`src/rtl/idxb_pkg.sv`:
```
package idxb_pkg;

    // Controller states
    typedef enum logic [1:0] {
        ST_IDLE  = 2'd0,
        ST_ISSUE = 2'd1,
        ST_RESP  = 2'd2
    } idxb_state_e;

    // Decoded target of a host access
    typedef enum logic [1:0] {
        SEL_CTRL = 2'd0,
        SEL_DATA = 2'd1,
        SEL_NONE = 2'd2
    } idxb_sel_e;

endpackage

```
`src/rtl/idxb_decode.sv`:
```
module idxb_decode
    import idxb_pkg::*;
#(
    parameter int HADDR_W  = 8,
    parameter int CTRL_OFF = 0,
    parameter int DATA_OFF = 16
) (
    input  logic [HADDR_W-1:0] h_addr,
    output idxb_sel_e          sel
);

    localparam logic [HADDR_W-1:0] CTRL_A = HADDR_W'(CTRL_OFF);
    localparam logic [HADDR_W-1:0] DATA_A = HADDR_W'(DATA_OFF);

    // Exact offset match; anything else is unmapped
    always_comb begin
        if (h_addr == CTRL_A)
            sel = SEL_CTRL;
        else if (h_addr == DATA_A)
            sel = SEL_DATA;
        else
            sel = SEL_NONE;
    end

endmodule

```
`src/rtl/idxb_addr_latch.sv`:
```
module idxb_addr_latch #(
    parameter int TADDR_W = 28,
    parameter int DATA_W  = 32
) (
    input  logic               clk,
    input  logic               rst_n,
    input  logic               load,
    input  logic [TADDR_W-1:0] load_val,
    output logic [TADDR_W-1:0] addr_q,
    output logic [DATA_W-1:0]  readback
);

    localparam int PAD_W = DATA_W - TADDR_W;

    always_ff @(posedge clk or negedge rst_n) begin
        if (!rst_n)
            addr_q <= '0;
        else if (load)
            addr_q <= load_val;
    end

    // Upper bits above the target width read back as zero
    generate
        if (PAD_W > 0) begin : g_pad
            assign readback = {{PAD_W{1'b0}}, addr_q};
        end else begin : g_nopad
            assign readback = addr_q[DATA_W-1:0];
        end
    endgenerate

endmodule

```
`src/rtl/idxb_fsm.sv`:
```
module idxb_fsm
    import idxb_pkg::*;
(
    input  logic        clk,
    input  logic        rst_n,
    input  logic        h_req,
    input  idxb_sel_e   sel,
    input  logic        c_ack,
    output idxb_state_e state,
    output logic        take_reg,
    output logic        take_fwd,
    output logic        ack_seen,
    output logic        issuing,
    output logic        responding
);

    idxb_state_e state_nx;

    // State register
    always_ff @(posedge clk or negedge rst_n) begin
        if (!rst_n)
            state <= ST_IDLE;
        else
            state <= state_nx;
    end

    // Transitions: T_REG, T_FWD, T_ACK, T_DONE
    always_comb begin
        state_nx = state;
        unique case (state)
            ST_IDLE: begin
                if (h_req) begin
                    if (sel == SEL_DATA)
                        state_nx = ST_ISSUE;   // T_FWD
                    else
                        state_nx = ST_RESP;    // T_REG
                end
            end
            ST_ISSUE: begin
                if (c_ack)
                    state_nx = ST_RESP;        // T_ACK
            end
            ST_RESP: state_nx = ST_IDLE;       // T_DONE
            default: state_nx = ST_IDLE;
        endcase
    end

    // Outputs
    always_comb begin
        take_reg   = 1'b0;
        take_fwd   = 1'b0;
        ack_seen   = 1'b0;
        issuing    = 1'b0;
        responding = 1'b0;
        unique case (state)
            ST_IDLE: begin
                take_reg = h_req && (sel != SEL_DATA);
                take_fwd = h_req && (sel == SEL_DATA);
            end
            ST_ISSUE: begin
                issuing  = 1'b1;
                ack_seen = c_ack;
            end
            ST_RESP: responding = 1'b1;
            default: ;
        endcase
    end

endmodule

```
`src/rtl/idx_reg_bridge.sv`:
```
module idx_reg_bridge
    import idxb_pkg::*;
#(
    parameter int HADDR_W  = 8,
    parameter int DATA_W   = 32,
    parameter int TADDR_W  = 28,
    parameter int CTRL_OFF = 0,
    parameter int DATA_OFF = 16
) (
    input  logic               clk,
    input  logic               rst_n,
    input  logic               h_req,
    input  logic               h_write,
    input  logic [HADDR_W-1:0] h_addr,
    input  logic [DATA_W-1:0]  h_wdata,
    output logic [DATA_W-1:0]  h_rdata,
    output logic               h_ready,
    output logic               c_req,
    output logic               c_we,
    output logic [TADDR_W-1:0] c_addr,
    output logic [DATA_W-1:0]  c_wdata,
    output logic [1:0]         c_map,
    output logic [1:0]         c_bank,
    input  logic               c_ack,
    input  logic [DATA_W-1:0]  c_rdata
);

    localparam int MAP_LSB  = TADDR_W - 2;
    localparam int BANK_LSB = TADDR_W - 4;

    idxb_sel_e   sel;
    idxb_state_e state;
    logic        take_reg, take_fwd, ack_seen, issuing, responding;
    logic [TADDR_W-1:0] addr_q;
    logic [DATA_W-1:0]  ctrl_rb;
    logic [DATA_W-1:0]  wdata_q;
    logic               we_q;
    logic [DATA_W-1:0]  rdata_q;

    idxb_decode #(
        .HADDR_W (HADDR_W),
        .CTRL_OFF(CTRL_OFF),
        .DATA_OFF(DATA_OFF)
    ) u_dec (
        .h_addr(h_addr),
        .sel   (sel)
    );

    idxb_fsm u_fsm (
        .clk       (clk),
        .rst_n     (rst_n),
        .h_req     (h_req),
        .sel       (sel),
        .c_ack     (c_ack),
        .state     (state),
        .take_reg  (take_reg),
        .take_fwd  (take_fwd),
        .ack_seen  (ack_seen),
        .issuing   (issuing),
        .responding(responding)
    );

    idxb_addr_latch #(
        .TADDR_W(TADDR_W),
        .DATA_W (DATA_W)
    ) u_latch (
        .clk     (clk),
        .rst_n   (rst_n),
        .load    (take_reg && h_write && (sel == SEL_CTRL)),
        .load_val(h_wdata[TADDR_W-1:0]),
        .addr_q  (addr_q),
        .readback(ctrl_rb)
    );

    // Forwarded data and direction, captured when the data access is taken
    always_ff @(posedge clk or negedge rst_n) begin
        if (!rst_n) begin
            wdata_q <= '0;
            we_q    <= 1'b0;
        end else if (take_fwd) begin
            wdata_q <= h_wdata;
            we_q    <= h_write;
        end
    end

    // Host read data register
    always_ff @(posedge clk or negedge rst_n) begin
        if (!rst_n) begin
            rdata_q <= '0;
        end else if (take_reg) begin
            if (sel == SEL_CTRL && !h_write)
                rdata_q <= ctrl_rb;
            else
                rdata_q <= '0;
        end else if (ack_seen) begin
            rdata_q <= we_q ? '0 : c_rdata;
        end
    end

    assign h_ready = responding;
    assign h_rdata = rdata_q;
    assign c_req   = issuing;
    assign c_we    = we_q;
    assign c_addr  = addr_q;
    assign c_wdata = wdata_q;
    assign c_map   = addr_q[MAP_LSB +: 2];
    assign c_bank  = addr_q[BANK_LSB +: 2];

endmodule

```
`config.mk`:
```
export PLATFORM = sky130hd
export DESIGN_NAME = idx_reg_bridge
export DESIGN_NICKNAME = d
export VERILOG_FILES = /design/src/rtl/idxb_pkg.sv /design/src/rtl/idxb_decode.sv /design/src/rtl/idxb_addr_latch.sv /design/src/rtl/idxb_fsm.sv /design/src/rtl/idx_reg_bridge.sv
export SDC_FILE = /design/constraint.sdc
export NUM_CORES = 1
export LEC_CHECK = 0
export ABC_AREA = 1
export BUFFER_PORTS_ARGS = -buffer_cell sky130_fd_sc_hd__buf_2
export CORE_UTILIZATION = 44
export DETAILED_ROUTE_END_ITERATION = 16
export PLACE_DENSITY = 0.76
export SLEW_MARGIN = 25
export SYNTH_ARGS = -nofsm -noshare
export SYNTH_HDL_FRONTEND = slang
export SYNTH_SLANG_ARGS = --single-unit
```
`constraint.sdc`:
```
create_clock -name clk -period 1.75 [get_ports clk]
set_clock_uncertainty 0.2 [all_clocks]
set_input_delay 0.525 -clock clk [delete_from_list [all_inputs] [get_ports clk]]
set_output_delay 0.525 -clock clk [all_outputs]
set_load 0.01 [all_outputs]
```
==> impl_metrics.ini, run 1 <==
[sta]
post-route-min-period_ns = 1.77
post-route-period-util_pct = 101
report.final.slew_viol_count = 0
fin_setup_tns_ns = -0.0353
worstMarginPinSlew_ns = 0.432
timing_hold_violations_final = 0
timing.max_slew.rel_slack_pct = 71.1
setup_repair_after_global_routing_missed_its_margin = true
final-setup-viol-count = 2
setup_slack_ns = -0.0191
maxClockFrequency_mhz = 565
timing.hold.ws_ns = 0.180

[power_and_ir_drop]
fin_total_pwr_mw = 4.15
combinationalPowerShare_pct = 9.6
switching_share_pct = 26.2
total_leakage_power_nw = 3.34
internal_cell_power_mw = 3.07
sequentialPowerShare_pct = 54.5
clock_power_share_pct = 35.9
power.ir.vdd_worst_mv = 0.309
power_density_nw_per_um2 = 736
power.net_switching_mw = 1.09

[die]
core.rowCount = 35
start_util_pct = 46.3
placeableCoreArea_um2 = 9370
i_o_pin_count = 176
dieArea_um2 = 10300
die_height_um = 101
fp.dieW_um = 101

[clock_tree]
max-clock-path-buffers = 2
tritoncts = done
cts_root_buffer = clkbuf_8
clk_pin_slew_worst_paths_ns = 0.10
cts-htree-levels = 3
cts_buffers = 9
clkLatencyLatePin_ns = 0.35
clock-sinks = 95

[synthesis]
synth_warnings = 0
synth_area_um2 = 4340
ys_seq_elements = 95
synth_area_leader_cell = dfrtp_1
synth_top_cell_area_share_pct = 54.8
netlist_top_cells_area = dfrtp_1 (55%), nand2_1 (17%), nand3_1 (14%), inv_1 (3.4%), nor2_1 (3.0%)
synth_seq_area_share_pct = 54.8
synth.avg_cell_area_um2 = 8.10
ys_types = 19
post_synth_inst_count = 535
syn_nets = 612

[critical_path]
worst_setup_path_end_kind = output pin
path_max_fanout = 3
worstSetupStartpointType = flop
worstPathArrival_ns = 1.04
path_class = reg2out
cp_data_required_time_ns = 1.02

[detailed_routing]
drc = 0
dr.first_iter.drc_count = 222
detail-route-antenna-nets = 0
via_count = 4167
wire_per_inst_um = 14.8
detailedRoute.firstPassIterationCount = 4
wirelength_mm = 12.5
drt-vias-per-instance = 4.93

[placed_design]
place_congestion = 0.886
dpl_worst_slack_ns = -0.158
numPlacedInstances = 826
hpwlAfterDp_mm = 9.10
io_buffers = 175

[final_layout]
syn_to_final_growth_pct = 30.1
layout-drive-gt1-share_pct = 31.9
final-instance-count-excl-fill = 846
antenna_cells_inserted = 0
fin_nets = 789
fillers = 907

[hold_path]
min_path_type = in2reg

[global_route]
antenna_found_initial = 1
grt_pass1_vias = 3994
grtUsageTotal_pct = 24.7
grt_start_max_net_pins = 41
global_route.overflow_total = 0
grt_first_pass_wirelength_mm = 19.7

[job]
drv_cap = 0

[outcome]
failed_checks = setup timing
run_status = complete, but fails checks
[cell usage after synthesis, drive strengths merged]
| cell type | n |
|---|---|
| nand2 | 205 |
| nor2 | 38 |
| nor3 | 1 |
| inv | 41 |
| nand3 | 118 |
| dfrtp | 95 |
| buf | 28 |
| o21ai | 2 |
| clkbuf | 7 |
[layer usage]
| metal | part of all wire (%) | GRT usage (%) | up-vias | wire length [µm] |
|---|---|---|---|---|
| met5 | 0.080 | 0 | - | 10 |
| met3 | 6.2 | 4.97 | 21 | 771 |
| met1 | 44 | 33.6 | 1933 | 5480 |
| met4 | 1.8 | 8.14 | 2 | 223 |
| li1 | - | - | 2029 | - |
| met2 | 48 | 39.9 | 182 | 6040 |
[stage by stage]
step / utilization (%) / cell area (µm²)
after detailed placement: 57.4 / 5380
after global routing: 60.2 / 5640
after CTS: 59.9 / 5620
after global placement: 57.4 / 5380
after floorplan: - / 4340
final: 60.2 / 5640
[kinds of logic after synthesis]
kind of cell | synth area share (%)
compound gates | 0.231
buf+inv | 8.98
flops | 54.8
simple gates | 36.0
[final timing paths]
path,slack [ns],end,cells after the start,startpoint
setup / recovery,-0.02,h_ready,2,u_fsm.state[0]$_DFFE_PN0P_
hold / removal,0.18,h_rdata[23]$_DFFE_PN0P_,3,c_rdata[23]
setup reg to reg,0.04,u_latch.addr_q[15]$_DFFE_PN0P_,9,u_fsm.state[1]$_DFFE_PN0P_
hold reg to reg,0.28,c_wdata[4]$_DFFE_PN0P_,2,c_wdata[4]$_DFFE_PN0P_
max in group asynchronous,0.45,u_latch.addr_q[15]$_DFFE_PN0P_,3,rst_n
min in group asynchronous,0.39,c_wdata[27]$_DFFE_PN0P_,2,rst_n
[worst max-delay path, stage by stage (launching register included)]
cell and delay (ns):
dfrtp_1 0.43, nor2_1 0.13, buf_2 0.15
[power groups by stage]
stage	logic [mW]	registers, mW	clock network [mW]
floorplan	0.128	2.32	0
global placement	0.381	2.31	0
detailed placement	0.389	2.31	0
CTS	0.396	2.26	1.52
global route	0.438	2.27	1.62
finish	0.397	2.26	1.49
[registers in the layout (all words and copies together), names as in the netlist]
name            cells
u_latch.addr_q     28
c_wdata            32
c_we                1
u_fsm.state         2
h_rdata            32
[timing repair]
action	in CTS	in global routing
setup buffers	1	1
endpoints found under the setup margin	2	49
endpoints found under the hold margin	17	0
hold buffers	1	0
resized for setup	4	2
cloned	0	1
[final cells by class]
class	count	area [µm²]	share of cell area (%)
inverter	41	159	2.82
multi-input combinational	365	1590	28.2
timing repair buffer	200	1150	20.5
clock inverter	7	76.3	1.35
sequential	95	2380	42.1
tap	129	161	2.86
clock buffer	9	124	2.20
[layout by cell type (no fill, tap or decap)]
cell and instances:
nand2_1 200, buf_2 173, nand3_1 117, dfrtp_1 95
inv_1 38, nor2_1 35, buf_4 18, clkbuf_8 9
buf_12 6, inv_6 4, nand2_2 3, inv_2 2
nor2_2 2, nand2_4 2, o21ai_0 2, clkinvlp_4 2
buf_6 2, nor2_4 1, nand3_2 1, nor3_4 1
nand2_8 1, clkinv_2 1, bufinv_16 1, dlygate4sd3_1 1
Power figures use the tool's default switching activity.
==> run 2, diff against run 1 <==
--- a/config.mk
+++ b/config.mk
@@ -9,8 +9,9 @@
 export BUFFER_PORTS_ARGS = -buffer_cell sky130_fd_sc_hd__buf_2
 export CORE_UTILIZATION = 44
 export DETAILED_ROUTE_END_ITERATION = 16
-export PLACE_DENSITY = 0.76
+export PLACE_DENSITY = 0.75
 export SLEW_MARGIN = 25
 export SYNTH_ARGS = -nofsm -noshare
 export SYNTH_HDL_FRONTEND = slang
+export SYNTH_HIERARCHICAL = 1
 export SYNTH_SLANG_ARGS = --single-unit
==> run 2 against run 1 <==
Against the previous run:
- the flow finishes with violations (hold timing, setup timing)
- total power rose by 23%
- register-to-register slack lost 0.09 ns
- global-route usage fell by 0.79 points
- combinational power grew 150%
- highest routed layer is now met4
==> impl_metrics.ini, run 2 <==
[synthesis]
ys_types = 17
synth_top_cell_area_share_pct = 51.3
synth.most_common_cell = nand2_1
synth_async_sr_flop_share_pct = 100
yosys-top-cells-count = nand2_1 (193), nor2_1 (112), dfrtp_1 (95), buf_4 (36), mux2_2 (32)
synth_seq_area_share_pct = 51.3
post_synth_inst_count = 546
number_of_flops_mapped_to_enable_cells_by_yosys = 0
ys_seq_elements = 95
synth.avg_cell_area_um2 = 8.48
ys_dominant_reg_cell = dfrtp_1
netlist_top_cells_area = dfrtp_1 (51%), nand2_1 (16%), nor2_1 (9.1%), mux2_2 (7.8%), buf_4 (5.8%)
synth_warnings = 6
synth_area_um2 = 4630
synth_area_leader_cell = dfrtp_1

[clock_tree]
cts-htree-levels = 3
tritoncts = done
cts_hold_repair.buffers = 0
clk_pin_slew_worst_paths_ns = 0.11
clock-sinks = 95
clkLatencyLatePin_ns = 0.37
max-clock-path-buffers = 2
cts_root_buffer = clkbuf_8
cts_buffers = 9

[outcome]
run_status = complete, but fails checks
failed_checks = hold timing, setup timing

[sta]
timing.max_slew.rel_slack_pct = 65.6
worstMarginPinSlew_ns = 0.515
report.final.slew_viol_count = 0
timing.hold.ws_ns = -0.0333
final-setup-viol-count = 73
timing_hold_violations_final = 14
setup_repair_after_global_routing_missed_its_margin = true
post-route-min-period_ns = 1.89
post-route-period-util_pct = 108
setup_slack_ns = -0.143
maxClockFrequency_mhz = 528

[detailed_routing]
drt-vias-per-instance = 4.91
detail-route-antenna-nets = 0
dr.first_iter.drc_count = 213
detailedRoute.firstPassIterationCount = 4
wire_per_inst_um = 16.5
wirelength_mm = 14.2
via_count = 4221
drc = 0

[job]
drv_cap = 0

[hold_path]
min_path_type = in2async

[placed_design]
numPlacedInstances = 819
hpwlAfterDp_mm = 8.58
dpl_worst_slack_ns = -0.479
io_buffers = 175
place_congestion = 0.874

[critical_path]
path_delay_family = flip-flops
path_class = reg2out
rr_startpoint = u_fsm/state[0]$_DFFE_PN0P_
max_stage_delay_ns = 0.44
crit_path_top_delay_cell = dfrtp_1
path_max_fanout = 2
worstSetupStartpointType = flop
cp_data_required_time_ns = 1.02
cp.buffers_inverters = 2
worst_setup_path_end_kind = output pin
cp-startpoint = u_fsm/state[0]$_DFFE_PN0P_
timing.critical_path.cells = buf_6 > nor2_2 > buf_2
worstPathArrival_ns = 1.17

[die]
fp.dieW_um = 105
start_util_pct = 45.1
die_height_um = 105
i_o_pin_count = 176
placeableCoreArea_um2 = 10300
core.rowCount = 37
dieArea_um2 = 10900

[power_and_ir_drop]
power_density_nw_per_um2 = 720
total_leakage_power_nw = 3.65
power.ir.vdd_worst_mv = 0.382

[final_layout]
utilization_pct = 69.0
register_area_um2 = 2380
antenna_cells_inserted = 0
fillers = 769
syn_to_final_growth_pct = 53.1
fin_nets = 795
layout-drive-gt1-share_pct = 65.1
layout.cells.most_common = buf_2
multiInputGateArea_um2 = 2540
layout.cells.most_common_list = buf_2 (165), nand2_1 (104), dfrtp_1 (93)
final-instance-count-excl-fill = 859

[global_route]
antenna_found_initial = 0
global_route.overflow_total = 0
grt_pass1_vias = 4027
grtUsageTotal_pct = 23.9
grt_start_max_net_pins = 96
grt_first_pass_wirelength_mm = 20.3
## run 2: changes by cell type in the layout (fill, tap and decap cells not counted), sizes merged, moves of 2 or more
cell,delta
nand3,-116
nor2,+103
mux2,+32
inv,-26
buf,+16
nand2,-13
clkbuf,+5
conb,+4
clkinv,+2
o21ai,-2
## run 2: cells by family (layout without fill, tap and decap cells)
family,count (synthesis),count (layout),synth area share (%)
and+or+nand+nor,338,338,29.1
other,1,4,0.0810
AOI/OAI and AO/OA,1,1,0.108
DFF,95,95,51.3
buffers and inverters,79,253,11.6
muxes,32,32,7.78
## run 2: worst paths after layout
check | end | slack [ns] | cells past startpoint
max in group asynchronous | u_latch/addr_q[27]$_DFFE_PN0P_ | 0.94 | 2
min reg2reg | u_latch/addr_q[22]$_DFFE_PN0P_ | 0.31 | 2
max | h_ready | -0.14 | 3
min | h_rdata[12]$_DFFE_PN0P_ | -0.03 | 2
max reg2reg | h_rdata[15]$_DFFE_PN0P_ | -0.05 | 11
min in group clk | u_latch/addr_q[7]$_DFFE_PN0P_ | 0.17 | 3
## run 2: area by class of cell
cell class / count / area share [%]
inverters: 17 / 1.36
clock buffers: 9 / 1.75
repair buffers: 220 / 23.7
clock inverters: 7 / 1.45
flip-flops and latches: 95 / 33.6
well taps: 136 / 2.40
multi-input cells: 375 / 35.8
## run 2: report_power, final
group	internal (mW)	switching, mW	total [mW]
logic	0.461	0.528	0.988
registers	2.33	0.126	2.45
clock network	0.823	0.845	1.67
## run 2: timing repair
item / CTS / global route
resized for setup: 51 / 191
pin swaps: 12 / 64
endpoints found under the setup margin: 64 / 95
cloned: 4 / 8
buffers inserted: 12 / 5
hold endpoints to repair: 0 / 0
## run 2: metal layers
metal | share of wire, % | GRT usage, % | vias up
met5 | 0 | 0 | -
met1 | 40 | 30.6 | 2054
li1 | - | - | 1959
met4 | 3.6 | 11.7 | 0
met2 | 51 | 39.8 | 169
met3 | 4.8 | 3.56 | 39
## run 2: metrics by stage
stage	cell area, µm²	setup TNS, ns	power, mW
2_1_floorplan	4960	-24.06	2.93
3_3_place_gp	5740	-34.75	3.22
3_5_place_dp	5740	-38.29	3.25
4_1_cts	6370	-1.35	4.97
5_1_grt	7090	-7.22	5.31
6_report	7090	-4.19	5.11
